### src/rtl/rn_pkg.sv
package rn_pkg;
    typedef enum logic [0:0] {
        ST_FLOWING = 1'b0,
        ST_STARVED = 1'b1
    } pool_state_e;
endpackage

### src/rtl/rn_alias_table.sv
module rn_alias_table #(
    parameter int NUM_ARCH = 8,
    parameter int NUM_PHYS = 32,
    localparam int AW = $clog2(NUM_ARCH),
    localparam int TW = $clog2(NUM_PHYS)
) (
    input  logic          clk,
    input  logic          rst_n,
    input  logic [AW-1:0] rd_a_idx,
    input  logic [AW-1:0] rd_b_idx,
    input  logic [AW-1:0] rd_c_idx,
    output logic [TW-1:0] rd_a_tag,
    output logic [TW-1:0] rd_b_tag,
    output logic [TW-1:0] rd_c_tag,
    input  logic          wr_en,
    input  logic [AW-1:0] wr_idx,
    input  logic [TW-1:0] wr_tag
);
    logic [TW-1:0] map_q [NUM_ARCH];

    for (genvar gi = 0; gi < NUM_ARCH; gi++) begin : g_entry
        always_ff @(posedge clk) begin
            if (!rst_n) begin
                map_q[gi] <= TW'(gi);
            end else if (wr_en && (wr_idx == AW'(gi))) begin
                map_q[gi] <= wr_tag;
            end
        end
    end

    assign rd_a_tag = map_q[rd_a_idx];
    assign rd_b_tag = map_q[rd_b_idx];
    assign rd_c_tag = map_q[rd_c_idx];


    table_write_chk: assert property (@(posedge clk) disable iff (!rst_n)
        wr_en |=> map_q[$past(wr_idx)] == $past(wr_tag));
endmodule

### src/rtl/rn_free_list.sv
module rn_free_list #(
    parameter int NUM_ARCH = 8,
    parameter int NUM_PHYS = 32,
    localparam int TW    = $clog2(NUM_PHYS),
    localparam int DEPTH = NUM_PHYS,
    localparam int PW    = $clog2(DEPTH),
    localparam int CW    = $clog2(DEPTH + 1),
    localparam int INIT  = NUM_PHYS - NUM_ARCH
) (
    input  logic          clk,
    input  logic          rst_n,
    input  logic          pop,
    input  logic          push,
    input  logic [TW-1:0] push_tag,
    output logic [TW-1:0] head_tag,
    output logic [CW-1:0] level
);
    logic [TW-1:0] slot_q [DEPTH];
    logic [PW-1:0] rd_ptr_q, wr_ptr_q;
    logic [CW-1:0] level_q;

    for (genvar gi = 0; gi < DEPTH; gi++) begin : g_slot
        always_ff @(posedge clk) begin
            if (!rst_n) begin
                slot_q[gi] <= (gi < INIT) ? TW'(NUM_ARCH + gi) : '0;
            end else if (push && (wr_ptr_q == PW'(gi))) begin
                slot_q[gi] <= push_tag;
            end
        end
    end

    always_ff @(posedge clk) begin
        if (!rst_n) begin
            rd_ptr_q <= '0;
            wr_ptr_q <= PW'(INIT);
            level_q  <= CW'(INIT);
        end else begin
            if (pop)  rd_ptr_q <= rd_ptr_q + 1'b1;
            if (push) wr_ptr_q <= wr_ptr_q + 1'b1;
            level_q <= level_q + CW'(push) - CW'(pop);
        end
    end

    assign head_tag = slot_q[rd_ptr_q];
    assign level    = level_q;


    no_underflow_chk: assert property (@(posedge clk) disable iff (!rst_n)
        pop |-> level_q != '0);

    no_overflow_chk: assert property (@(posedge clk) disable iff (!rst_n)
        (push && !pop) |-> level_q < CW'(DEPTH));
endmodule

### src/rtl/rn_rename_map.sv
module rn_rename_map
    import rn_pkg::*;
#(
    parameter int NUM_ARCH = 8,
    parameter int NUM_PHYS = 32,
    localparam int AW = $clog2(NUM_ARCH),
    localparam int TW = $clog2(NUM_PHYS),
    localparam int CW = $clog2(NUM_PHYS + 1)
) (
    input  logic          clk,
    input  logic          rst_n,
    input  logic          in_valid,
    input  logic [AW-1:0] in_src_a,
    input  logic [AW-1:0] in_src_b,
    input  logic          in_dst_en,
    input  logic [AW-1:0] in_dst,
    output logic          in_ready,
    output logic [TW-1:0] out_src_a_tag,
    output logic [TW-1:0] out_src_b_tag,
    output logic [TW-1:0] out_new_tag,
    output logic [TW-1:0] out_old_tag,
    input  logic          free_valid,
    input  logic [TW-1:0] free_tag,
    input  logic          fix_valid,
    input  logic [AW-1:0] fix_arch,
    input  logic [TW-1:0] fix_tag
);
    pool_state_e   state_q, state_d;
    logic          alloc;
    logic          tbl_wr;
    logic [AW-1:0] tbl_idx;
    logic [TW-1:0] tbl_tag;
    logic [TW-1:0] head_tag;
    logic [CW-1:0] level, level_nxt;

    rn_free_list #(.NUM_ARCH(NUM_ARCH), .NUM_PHYS(NUM_PHYS)) u_free (
        .clk      (clk),
        .rst_n    (rst_n),
        .pop      (alloc),
        .push     (free_valid),
        .push_tag (free_tag),
        .head_tag (head_tag),
        .level    (level)
    );

    rn_alias_table #(.NUM_ARCH(NUM_ARCH), .NUM_PHYS(NUM_PHYS)) u_table (
        .clk      (clk),
        .rst_n    (rst_n),
        .rd_a_idx (in_src_a),
        .rd_b_idx (in_src_b),
        .rd_c_idx (in_dst),
        .rd_a_tag (out_src_a_tag),
        .rd_b_tag (out_src_b_tag),
        .rd_c_tag (out_old_tag),
        .wr_en    (tbl_wr),
        .wr_idx   (tbl_idx),
        .wr_tag   (tbl_tag)
    );

    // state register
    always_ff @(posedge clk) begin
        if (!rst_n) state_q <= ST_FLOWING;
        else        state_q <= state_d;
    end

    // next-state and outputs
    always_comb begin
        in_ready  = 1'b0;
        level_nxt = level + CW'(free_valid) - CW'(alloc);
        state_d   = state_q;
        unique case (state_q)
            ST_FLOWING: begin
                in_ready = !fix_valid;
                if (level_nxt == '0) state_d = ST_STARVED;   // DRAIN
            end
            ST_STARVED: begin
                in_ready = 1'b0;
                if (free_valid) state_d = ST_FLOWING;        // REFILL
            end
            default: state_d = ST_FLOWING;
        endcase
    end

    assign alloc       = in_valid && in_ready && in_dst_en;
    assign out_new_tag = head_tag;
    assign tbl_wr      = fix_valid || alloc;
    assign tbl_idx     = fix_valid ? fix_arch : in_dst;
    assign tbl_tag     = fix_valid ? fix_tag  : head_tag;


    fresh_tag_chk: assert property (@(posedge clk) disable iff (!rst_n)
        alloc |-> out_new_tag != out_old_tag);

    starved_empty_chk: assert property (@(posedge clk) disable iff (!rst_n)
        (state_q == ST_STARVED) |-> (level == '0 && !in_ready));

    fix_blocks_chk: assert property (@(posedge clk) disable iff (!rst_n)
        fix_valid |-> !in_ready);

    no_dst_keep_chk: assert property (@(posedge clk) disable iff (!rst_n)
        (in_valid && in_ready && !in_dst_en && !fix_valid && !free_valid)
            |=> $stable(level));
endmodule

### config.mk
export PLATFORM = sky130hd
export DESIGN_NAME = rn_rename_map
export DESIGN_NICKNAME = d
export VERILOG_FILES = /design/src/rtl/rn_pkg.sv /design/src/rtl/rn_alias_table.sv /design/src/rtl/rn_free_list.sv /design/src/rtl/rn_rename_map.sv
export SDC_FILE = /design/constraint.sdc
export NUM_CORES = 1
export LEC_CHECK = 0
export BUFFER_PORTS_ARGS = -buffer_cell sky130_fd_sc_hd__buf_4
export CAP_MARGIN = 20
export CORE_MARGIN = 3
export CORE_UTILIZATION = 45
export CTS_BUF_LIST = sky130_fd_sc_hd__clkbuf_8
export DETAILED_ROUTE_END_ITERATION = 7
export SYNTH_ARGS = -nofsm -noshare
export SYNTH_HDL_FRONTEND = slang
export SYNTH_SLANG_ARGS = --single-unit
### constraint.sdc
create_clock -name clk -period 2.7 [get_ports clk]
set_input_delay 0.27 -clock clk [delete_from_list [all_inputs] [get_ports clk]]
set_output_delay 0.27 -clock clk [all_outputs]
set_load 0.02 [all_outputs]
==> qor.txt, run 1 <==
total iterations of the first detailed-routing run: 7
final core occ: 0.532
Via density: 5.72
period utilisation layout: 0.986
gpl congestion: 0.887
antenna violations before repair: 0
H-tree depth: 2
RR Startpoint: state_q
vias in the first global route: 7,608
Top FF cell, synth: edfxtp_1
Crit Path Category: flop to output pin
Horiz. Die Dim: 165 microns
Clock transition at path regs: 50 ps
Peak VDD IR: 407 uV
share of layout cells above drive strength 1: 0.255
routed vias: 7,371
Final Hold Fails: 0
global-route wire length before repair: 44.9 mm
slew margin rel.: 0.312
antenna fix cells: 0
async set-reset flop share out of synthesis: 0
register area share after synthesis: 0.570
core footprint: 0.0245 sq mm
Detailed Route WL: 29.0 mm
fmax: 376 MHz
die area: 0.0271 sq mm
Final Skew: 33.9 ps
Post-synth EDFFs: 200
multi-input logic area: 0.00459 sq mm
DR iter-0 viols: 698
IO buf count: 48
root buffer cell: clkbuf_8
Critical Path RT: 2430 ps
GR Util All Layers: 0.221
Final ANT Viol Nets: 0
RSZ-0062 raised after global routing: yes
Inserted Clock Buffers: 38
largest net degree at the start of global routing: 37
Synth Register Bits: 222
min-delay src: free_tag[3]
P&R area growth vs syn: 15.4%
Max Cap Viol: 0
# setup viols final: 0
crit end category: output pin
max-slew violation count: 0
Syn Area/Cell: 13.2 sq um
crit path launch type: flop
arrival time at the worst endpoint: 2390 ps
final worst path period need: 2660 ps
Tot Pwr: 7.76 mW
number of fill cells: 2,119
DRC: 0
Routed WL per cell: 22.5 microns
quantity of hold-fixing buffers added after cts: 0
post-synth cell types: 50
Cell Area, Synth: 0.0113 sq mm
Synth Warn #: 0
P per Cell Area: 594 mW/mm^2
Slew @ Worst Pin: 1030 ps
clock tree buffer depth: 3
register area: 0.00645 sq mm
Syn Nets: 901
Static Leak: 4.60 nW
worst-skew pair later-pin latency: 530 ps
Starting Density: 0.461
HP Class: input pin to flop
Synth Instances: 860
post-DP HPWL: 19.8 mm
# IOs: 49
Rows: 57
Final nets: 981
Die Y: 165 microns
GRT overflow: 0
Clock Sink Count: 222
outcome: complete, no violations
crit path max fanout: 19
CTS tree: done
-- critical path, stage by stage (launching register included) --
cell and delay, ps:
dfxtp_4 380, bufbuf_16 330, mux4_1 630, o22ai_1 250, nor4_2 110, buf_4 180
-- per-stage QoR --
| stage | instances | hold WS [ps] | area [sq um] | setup WS [ps] | TNS, ps |
|---|---|---|---|---|---|
| 3_3_place_gp | 1217 | 492 | 12200 | 291 | 0 |
| 2_1_floorplan | 860 | 450 | 11300 | 161 | 0 |
| 4_1_cts | 1285 | 112 | 13000 | -64.4 | -64.4 |
| 5_1_grt | 1289 | 123 | 13100 | -80.8 | -88.4 |
| 6_report | 1289 | 131 | 13100 | 38.4 | 0 |
| 3_5_place_dp | 1217 | 495 | 12200 | 270 | 0 |
-- sequential cells by signal (all words and copies together) (netlist names), named ones only --
register	cells
u_free.slot_q	160
u_free.rd_ptr_q	5
u_free.level	6
state_q	1
u_table.map_q	40
u_free.wr_ptr_q	5
-- cells in the final DEF, fill, tap and decap left out, types with 22 or more instances in the layout --
cell type,instances
and2_1,42
and3_1,55
buf_4,98
clkbuf_8,42
edfxtp_1,200
inv_1,26
mux2i_1,22
mux4_1,23
mux4_2,39
nand2_1,103
nand3_1,28
nor2_1,37
nor3_1,25
o21ai_0,24
or3_1,25
-- power breakdown --
group | leakage [nW] | switching (mW) | internal [mW]
combinational | 2.22 | 0.590 | 0.422
sequential | 1.97 | 0.0654 | 3.86
clock | 0.410 | 1.30 | 1.52
-- kinds of logic after synthesis --
| family | count (synthesis) | synth area share |
|---|---|---|
| flops | 222 | 0.570 |
| buf+inv | 77 | 0.0295 |
| xor+xnor | 12 | 0.00929 |
| fa+ha+maj | 13 | 0.0150 |
| simple gates | 383 | 0.182 |
| compound gates | 58 | 0.0328 |
| mux | 95 | 0.162 |
-- per-layer routing --
metal | track usage | part of all wire | vias up
li1 | - | - | 3425
met1 | 0.294 | 0.43 | 3644
met2 | 0.363 | 0.48 | 240
met3 | 0.0431 | 0.060 | 62
met4 | 0.0835 | 0.035 | 0
met5 | 0 | 0 | -
-- synth_stat cells (3+ instances only) --
| master | number | area [sq um] |
|---|---|---|
| clkbuf_1 | 49 | 184 |
| buf_6 | 3 | 33.8 |
| mux2i_1 | 22 | 220 |
| inv_1 | 11 | 41.3 |
| mux2_2 | 11 | 124 |
| ha_1 | 12 | 150 |
| or2_2 | 19 | 119 |
| nor3_1 | 25 | 125 |
| nor4_1 | 4 | 25.0 |
| nor2_1 | 37 | 139 |
| o21ai_0 | 24 | 120 |
| nand2_1 | 103 | 387 |
| and2_1 | 42 | 263 |
| nand3b_1 | 8 | 60.1 |
| nand4_1 | 7 | 43.8 |
| mux4_2 | 38 | 856 |
| o22ai_1 | 13 | 81.3 |
| nand3_1 | 28 | 140 |
| nor2b_1 | 6 | 37.5 |
| dfxtp_1 | 22 | 440 |
| mux4_1 | 24 | 631 |
| buf_2 | 9 | 45.0 |
| xnor2_1 | 7 | 61.3 |
| xor2_1 | 5 | 43.8 |
| edfxtp_1 | 200 | 6010 |
| nor3_2 | 8 | 80.1 |
| nand2b_1 | 6 | 37.5 |
| or3_1 | 25 | 156 |
| a21oi_1 | 5 | 25.0 |
| and3_1 | 55 | 344 |
-- path summary, 6_finish.rpt --
| check | endpoint | slack [ps] | depth (start not counted) |
|---|---|---|---|
| setup / recovery | out_new_tag[0] | 40 | 5 |
| hold / removal | u_free.slot_q[23][3] | 130 | 2 |
| setup reg to reg | state_q | 250 | 12 |
| hold reg to reg | flop | 510 | 2 |
-- cell type report --
cell class	instances	area share
Timing Repair Buffer	104	0.0661
Clock buffer	42	0.0443
Multi-Input combinational cell	561	0.351
Sequential cell	222	0.494
Tap cell	324	0.0310
Clock inverter	23	0.00939
Inverter	13	0.00374
-- repair_timing --
action	CTS	global route
pin swaps	1	1
buffers inserted	1	4
endpoints found under the setup margin	3	5
resized for setup	6	7
gates cloned	2	0
No activity file was read; power rests on OpenSTA's default activity.
==> inputs of run 2 (changes only) <==
--- a/config.mk
+++ b/config.mk
@@ -9,7 +9,7 @@
 export CAP_MARGIN = 20
 export CORE_MARGIN = 3
 export CORE_UTILIZATION = 45
-export CTS_BUF_LIST = sky130_fd_sc_hd__clkbuf_8
+export CTS_BUF_LIST = sky130_fd_sc_hd__clkbuf_16
 export DETAILED_ROUTE_END_ITERATION = 7
 export SYNTH_ARGS = -nofsm -noshare
 export SYNTH_HDL_FRONTEND = slang
==> run 2 against run 1 <==
Against the previous run: combinational power barely moved; clock skew fell by 26 ps; sequential share of layout area fell by 0.37 points; critical endpoint is now out_new_tag[4]; largest cell class unchanged.
==> qor.txt, run 2 (synthesized netlist as in run 1, its figures left out) <==
outcome: complete, no violations
max FFs per register: 160
Via density: 5.81
Inserted Clock Buffers: 24
# setup viols final: 0
max-slew violation count: 0
Die Y: 165 microns
share of layout cells above drive strength 1: 0.251
core footprint: 0.0245 sq mm
Placed Cells incl. Taps: 1,217
grt met3 use: 0.0336
total iterations of the first detailed-routing run: 5
P per Cell Area: 606 mW/mm^2
Final nets: 968
P&R area growth vs syn: 16.3%
GRT overflow: 0
number of fill cells: 2,082
Max Cap Viol: 0
routed vias: 7,368
die area: 0.0271 sq mm
RSZ-0062 raised after global routing: yes
antenna fix cells: 0
Slew @ Worst Pin: 1050 ps
placed instance area: 0.0122 sq mm
GR Util All Layers: 0.218
Final Hold Fails: 0
Routed WL per cell: 22.9 microns
slew margin rel.: 0.298
Min Hold Slack: 128 ps
routing usage on met1: 0.294
crit path launch type: flop
global-route wire length before repair: 44.5 mm
crit end category: output pin
worst-skew pair later-pin latency: 510 ps
crit path max-delay cell type: mux4_2
top cell family by delay on the critical path: multiplexers
GR peak layer: met2
Post-Place Setup Slack: 270 ps
Starting Density: 0.461
Critical Path RT: 2430 ps
crit path max fanout: 5
crit-path max cell delay: 490 ps
clock tree buffer depth: 3
CP cell instances: buf_12 > mux4_2 > a22o_1 > a221oi_2 > nand3_2 > buf_6
Horiz. Die Dim: 165 microns
Finished Cell Area: 0.0132 sq mm
period utilisation layout: 0.996
largest net degree at the start of global routing: 37
Clock transition at path regs: 60 ps
Detailed Route WL: 29.1 mm
commonest cells after routing, fill and taps aside: 200 x edfxtp_1, 103 x nand2_1, 97 x buf_4, 55 x and3_1, 42 x and2_1
root buffer cell: clkbuf_16
commonest non-fill, non-tap cell in the layout: edfxtp_1
arrival time at the worst endpoint: 2420 ps
Peak VDD IR: 472 uV
post-DP HPWL: 19.8 mm
# IOs: 49
non-filler cells, final: 1,269
Tot Pwr: 7.97 mW
Final Skew: 8.25 ps
DR iter-0 viols: 689
DRC: 0
final worst path period need: 2690 ps
PnR worst setup slack: 11.8 ps
Critical path buffers and inverters: 2
antenna violations before repair: 0
H-tree depth: 1
Rows: 57
Crit Path Category: flop to output pin
R2R Setup Slk: 250 ps
fmax: 372 MHz
quantity of hold-fixing buffers added after cts: 0
Largest Register: u_free.slot_q
GR met2 Demand/Resource: 0.364
Final ANT Viol Nets: 0
CTS tree: done
Clock Sink Count: 222
HP Class: input pin to flop
IO buf count: 48
Static Leak: 4.60 nW
vias in the first global route: 7,463
gpl congestion: 0.887
run 2: cell count changes in the layout (fill, tap and decap cells not counted), moves of 2 or more:
| cell | before | now |
|---|---|---|
| clkbuf_16 | 0 | 26 |
| clkbuf_8 | 42 | 0 |
| clkinv_1 | 6 | 10 |
| clkinv_2 | 1 | 3 |
| inv_1 | 26 | 17 |
| o22ai_1 | 7 | 1 |
| o22ai_2 | 6 | 12 |
run 2: area by class of cell:
type                            count  area (sq um)  area share
Clock buffer                       25           626      0.0476
Clock inverter                     19           106     0.00809
Inverter                           13          48.8     0.00371
Multi-Input combinational cell    561          4620       0.352
Sequential cell                   222          6450       0.490
Tap cell                          324           405      0.0308
Timing Repair Buffer              105           892      0.0678
run 2: repair_timing:
action                                  CTS  global route
gates resized for setup                   5            15
gates cloned                              2             1
pin swaps                                 1             2
setup buffers                             1             4
endpoints found under the setup margin    3             5
run 2: metrics by stage:
| step | TNS (ps) | utilization |
|---|---|---|
| 4_1_cts | -61.0 | 0.531 |
| 3_5_place_dp | 0 | 0.497 |
| 3_3_place_gp | 0 | 0.497 |
| 2_1_floorplan | 0 | - |
| 5_1_grt | -73.3 | 0.536 |
| 6_report | 0 | 0.536 |
run 2: per-layer routing:
| layer | share of wire | up-vias |
|---|---|---|
| met1 | 0.42 | 3682 |
| met2 | 0.49 | 225 |
| met4 | 0.031 | 0 |
| met3 | 0.055 | 59 |
| met5 | 0 | - |
| li1 | - | 3402 |
run 2: where the power goes:
part	internal [mW]	leakage [nW]	switching, mW
Clock	1.76	0.383	1.27
Sequential	3.86	1.97	0.0655
Combinational	0.425	2.24	0.589
Total	6.04	4.60	1.93
run 2: path summary, 6_finish.rpt:
kind	startpoint	end	cells after the start
worst max-delay path	flop	out_new_tag[4]	6
worst min-delay path	free_tag[3]	u_free.slot_q[23][3]	2
worst min register to register	u_free.rd_ptr_q[1]	flop	2
worst max register to register	state_q	state_q	12
